--- src/rtl/fault_status_reg.sv ---
module fault_status_reg #(
  parameter int ADDR_W   = 4,
  parameter logic [ADDR_W-1:0] REG_ADDR = 4'hF,
  parameter int CLR_DLY  = 2,
  parameter int SYNC_W   = 2
) (
  input  logic              clk,
  input  logic              rst_n,
  input  logic              por_pulse,
  input  logic              vcc_ovl,
  input  logic              rst_ovl,
  input  logic              card_present,
  input  logic              overtemp,
  input  logic              rd_n,
  input  logic [ADDR_W-1:0] addr,
  output logic [7:0]        rdata,
  output logic              irq_n,
  output logic              start_clr
);

  localparam int BIT_PROT = 5;
  localparam int BIT_SUPL = 4;
  localparam int BIT_PRES = 2;
  localparam int BIT_TEMP = 0;

  logic prot_q, supl_q, pres_q, temp_q;
  logic [SYNC_W-1:0] rd_sh, pres_sh;
  logic rd_prev, pres_prev;
  logic reading, sel_q, outside_q;
  logic [7:0] snap;
  logic [CLR_DLY-1:0] clr_pipe;

  wire rd_sync   = rd_sh[SYNC_W-1];
  wire pres_sync = pres_sh[SYNC_W-1];
  wire rd_fall   = rd_prev & ~rd_sync;
  wire rd_rise   = ~rd_prev & rd_sync;
  wire clr       = clr_pipe[CLR_DLY-1];

  wire [7:0] status = {2'b00, prot_q, supl_q, 1'b0, pres_q, 1'b0, temp_q};

  wire prot_set = vcc_ovl | rst_ovl;
  wire supl_set = por_pulse;
  wire pres_set = pres_sync ^ pres_prev;
  wire temp_set = overtemp;

  wire prot_clr = clr & snap[BIT_PROT];
  wire supl_clr = clr & snap[BIT_SUPL] & outside_q & ~por_pulse;
  wire pres_clr = clr & snap[BIT_PRES];
  wire temp_clr = clr & snap[BIT_TEMP];

  wire prot_nxt = prot_set | (prot_q & ~prot_clr);
  wire supl_nxt = supl_set | (supl_q & ~supl_clr);
  wire pres_nxt = pres_set | (pres_q & ~pres_clr);
  wire temp_nxt = temp_set | (temp_q & ~temp_clr);

  wire any_rise = (prot_nxt & ~prot_q) | (supl_nxt & ~supl_q) |
                  (pres_nxt & ~pres_q) | (temp_nxt & ~temp_q);

  assign rdata = (reading & sel_q) ? snap : 8'h00;
  assign irq_n = ~(prot_q | pres_q | temp_q | por_pulse);

  always_ff @(posedge clk or negedge rst_n) begin
    if (!rst_n) begin
      rd_sh     <= '1;
      pres_sh   <= '0;
      rd_prev   <= 1'b1;
      pres_prev <= 1'b0;
    end else begin
      rd_sh     <= (rd_sh << 1) | SYNC_W'(rd_n);
      pres_sh   <= (pres_sh << 1) | SYNC_W'(card_present);
      rd_prev   <= rd_sync;
      pres_prev <= pres_sync;
    end
  end

  always_ff @(posedge clk or negedge rst_n) begin
    if (!rst_n) begin
      reading   <= 1'b0;
      sel_q     <= 1'b0;
      outside_q <= 1'b0;
      snap      <= '0;
      clr_pipe  <= '0;
    end else begin
      if (rd_fall) begin
        reading   <= 1'b1;
        sel_q     <= (addr == REG_ADDR);
        outside_q <= ~por_pulse;
        snap      <= status;
      end else if (rd_rise) begin
        reading   <= 1'b0;
      end
      clr_pipe <= (clr_pipe << 1) | CLR_DLY'(rd_rise & reading & sel_q);
    end
  end

  always_ff @(posedge clk or negedge rst_n) begin
    if (!rst_n) begin
      prot_q    <= 1'b0;
      supl_q    <= 1'b0;
      pres_q    <= 1'b0;
      temp_q    <= 1'b0;
      start_clr <= 1'b0;
    end else begin
      prot_q    <= prot_nxt;
      supl_q    <= supl_nxt;
      pres_q    <= pres_nxt;
      temp_q    <= temp_nxt;
      start_clr <= any_rise;
    end
  end

  assert_supl_set_R6: assert property (@(posedge clk) disable iff (!rst_n)
    por_pulse |=> supl_q);

  assert_supl_kept_in_por_R6: assert property (@(posedge clk) disable iff (!rst_n)
    (supl_q && por_pulse) |=> supl_q);

  assert_start_single_R9: assert property (@(posedge clk) disable iff (!rst_n)
    start_clr |=> !start_clr);

  assert_event_wins_R8: assert property (@(posedge clk) disable iff (!rst_n)
    (clr && overtemp) |=> temp_q);

  assert_clear_only_by_read_R5: assert property (@(posedge clk) disable iff (!rst_n)
    $fell(temp_q) |-> $past(clr));

  assert_data_drops_R4: assert property (@(posedge clk) disable iff (!rst_n)
    $rose(rd_sync) |=> (rdata == 8'h00));

endmodule

--- config.mk ---
export PLATFORM = sky130hd
export DESIGN_NAME = fault_status_reg
export DESIGN_NICKNAME = d
export VERILOG_FILES = /design/src/rtl/fault_status_reg.sv
export SDC_FILE = /design/constraint.sdc
export NUM_CORES = 1
export LEC_CHECK = 0
export ABC_AREA = 1
export BUFFER_PORTS_ARGS = -buffer_cell sky130_fd_sc_hd__buf_2
export CORE_MARGIN = 1.5
export CORE_UTILIZATION = 53
export DETAILED_ROUTE_END_ITERATION = 16
export GPL_ROUTABILITY_DRIVEN = 0
export PLACE_DENSITY_LB_ADDON = 0.2
export SLEW_MARGIN = 20
export SYNTH_ARGS = -nofsm -noshare
export SYNTH_HDL_FRONTEND = slang
export SYNTH_SLANG_ARGS = --single-unit
--- constraint.sdc ---
create_clock -name clk -period 1.96 [get_ports clk]
set_input_delay 0.196 -clock clk [delete_from_list [all_inputs] [get_ports clk]]
set_output_delay 0.196 -clock clk [all_outputs]
set_load 0.005 [all_outputs]
==> flow_metrics.tcl <==
set metrics [dict create \
    cap_viol_max_count 0 \
    worst_min_delay_path_class "input pin to flip-flop" \
    routed_via_density 4.77 \
    proportion_of_synthesized_chip_area_in_sequential_cells_pct 62.5 \
    final_hold_viol_count 0 \
    worstSetupPathType "flip-flop to output port" \
    cp-start-kind "flip-flop" \
    cell_count_after_synthesis 83 \
    power_frac_seq_pct 53.3 \
    h-tree-depth 1 \
    outcome "completed" \
    tritoncts.num_buffers 3 \
    synth.yosys.warnings 0 \
    drt_first_iter_violations 4 \
    synthesized_cell_area_um2 807 \
    endpoint_kind "output port" \
    vias_in_the_first_global_route 572 \
    cts_tree "yes" \
    area_share_of_the_leading_cell_type_in_the_synthesized_netlist_pct 52.7 \
    synth.lib_cells_used.distinct 17 \
    worst_setup_hold_path_clk_slew_ps 120 \
    finalClockSkew_ps 9.66 \
    syn_to_final_growth_pct 19.4 \
    cp_data_required_time_ps 1760 \
    postLayoutCoreUtil_pct 70.5 \
    pwr_dens_nw_per_um2 872 \
    power.ir.vdd_worst_uv 580 \
    detailroute.via_count 572 \
    cp.arrival_ps 1130 \
    drt_pass1_iterations 4 \
    port_buffers 17 \
    grt_max_degree 21 \
    worstSkewPairLatency_ps 300 \
    initial_utilization_pct 59.1 \
    fp.dieArea_um2 1770 \
    synth_top_area_cell "sky130_fd_sc_hd__dfrtp_1" \
    fin_tns_setup_ps 0 \
    clock.fmax_mhz 754 \
    grt_overflow_total 0 \
    core_region_area_um2 1370 \
    clock_tree.root_cell "sky130_fd_sc_hd__clkbuf_4" \
    power_uw 840 \
    yosys-top-cells-area "sky130_fd_sc_hd__dfrtp_1 53%, sky130_fd_sc_hd__dfstp_2 9.8%, sky130_fd_sc_hd__nand2_1 8.4%, sky130_fd_sc_hd__inv_1 4.7%, sky130_fd_sc_hd__o21ai_0 3.7%" \
    antenna-diode-count 0 \
    route.detailed.wl_per_inst_um 11.4 \
    switching_share_pct 20.5 \
    wl_um 1370 \
    fin_crit_sh_pct 67.7 \
    slew_viol_final 0 \
    total_switching_power_uw 172 \
    fin_nets 120 \
    synth.ff_latch_count 20 \
    final.min_clock_period_ps 1330 \
    setup_viol 0 \
    rsz0062_at_grt "false" \
    all_layer_gr_usage_pct 19.7 \
    layout.filler_cells 116 \
    post_synth.cell_area_avg_um2 9.72 \
    leakage_uw 0.000515 \
    critical_path.max_fanout 3 \
    power.clock.fraction_pct 39.7 \
    post-dp-hpwl_um 1030 \
    clockBufferDepth 2 \
    drive_above_1_share_pct 24.8 \
    global_route_wire_length_before_repair_um 2530 \
    io_pins 22 \
    die-height_um 42.0 \
    antenna_violating_nets_post_route 0 \
    comb_power_share_pct 7.0 \
    drcViolationCount 0 \
    grt_antenna_before_repair 0 \
    tritoncts_num_sinks 20 \
    p_int_uw 668 \
    core.rowCount 13 \
    die_width_um 42.0 \
]
sequential cells by signal, indices dropped and copies added, names as in the netlist:
name and flops:
pres_q 1, pres_sh 2, rd_sh 2, prot_q 1, outside_q 1, rd_prev 1
supl_q 1, snap 4, reading 1, clr_pipe 2, start_clr 1, pres_prev 1
temp_q 1, sel_q 1
kinds of logic (layout without fill, tap and decap cells):
group,Yosys count,count (layout),share of synthesized area [%]
fa+ha+maj,2,2,3.10
compound gates,11,11,7.13
flops,20,20,62.5
simple gates,32,32,16.1
buf+inv,17,36,10.7
other cells,1,4,0.465
per-layer routing:
metal	part of all wire [%]	global-route usage, %	wire [um]
met1	46	24.5	634
met2	49	31.9	674
met5	0	0	0
met3	4.4	5.17	60
met4	0	9.38	0
critical path, stage by stage, from the launching register on:
cell	delay [ps]
sky130_fd_sc_hd__dfrtp_1	420
sky130_fd_sc_hd__inv_1	90
sky130_fd_sc_hd__nand2_1	60
sky130_fd_sc_hd__nor3_1	130
sky130_fd_sc_hd__buf_2	140
placed cells by master, fill, tap and decap left out, drive strengths merged, types with 4 or more instances in the layout:
cell and instances:
buf 17, conb 4, dfrtp 17, inv 12
nand2 18, nor2 8, o21ai 9
cells in the mapped netlist:
cell type	count
sky130_fd_sc_hd__dfstp_2	3
sky130_fd_sc_hd__nor3_1	1
sky130_fd_sc_hd__inv_2	2
sky130_fd_sc_hd__ha_1	2
sky130_fd_sc_hd__conb_1	1
sky130_fd_sc_hd__inv_1	10
sky130_fd_sc_hd__nor2_1	8
sky130_fd_sc_hd__o21ai_1	3
sky130_fd_sc_hd__buf_4	4
sky130_fd_sc_hd__buf_6	1
sky130_fd_sc_hd__a21o_1	1
sky130_fd_sc_hd__nand3_1	3
sky130_fd_sc_hd__or2_1	2
sky130_fd_sc_hd__dfrtp_1	17
sky130_fd_sc_hd__a21oi_1	1
sky130_fd_sc_hd__o21ai_0	6
sky130_fd_sc_hd__nand2_1	18
final cells by class:
type / count / area, um2 / area share [%]
Clock inverter: 1 / 30.0 / 3.12
Tap cell: 15 / 18.8 / 1.95
Inverter: 12 / 45.0 / 4.68
Sequential cell: 20 / 504 / 52.3
Multi-Input combinational cell: 49 / 228 / 23.6
Clock buffer: 3 / 22.5 / 2.34
Timing Repair Buffer: 20 / 115 / 11.9
final timing paths:
check | start | to | slack [ps] | depth (start not counted)
min in group asynchronous | rst_n | prot_q$_DFF_PN0_ | 350 | 2
max | pres_q$_DFF_PN0_ | irq_n | 630 | 4
max reg2reg | rd_sh[1]$_DFF_PN1_ | snap[5]$_DFFE_PN0P_ | 700 | 4
min | vcc_ovl | prot_q$_DFF_PN0_ | 90 | 3
max in group asynchronous | rst_n | rd_sh[1]$_DFF_PN1_ | 1280 | 2
min reg2reg | clr_pipe[0]$_DFF_PN0_ | clr_pipe[1]$_DFF_PN0_ | 360 | 0
metrics by stage:
| step | hold slack (ps) | std cells | setup slack [ps] | cell area, um2 |
|---|---|---|---|---|
| after floorplan | -99.6 | 86 | 853 | 818 |
| after global placement | 160 | 113 | 805 | 881 |
| after detailed placement | 161 | 113 | 715 | 881 |
| after CTS | 82.8 | 120 | 618 | 963 |
| after global routing | 86.9 | 120 | 561 | 963 |
| final | 90.3 | 120 | 633 | 963 |
power groups by stage:
stage	Clock [uW]	Combinational (uW)	Sequential, uW
after floorplan	0	36.3	453
after global placement	0	53.3	454
after detailed placement	0	55.6	456
after CTS	341	60.3	448
after global routing	359	69.9	450
final	334	58.8	447
timing repair:
item	4_1_cts	5_1_grt
gates resized for setup	0	0
buffers inserted	0	0
hold endpoints to repair	19	0
hold buffers	3	0
No activity file was read; power rests on OpenSTA's default activity.
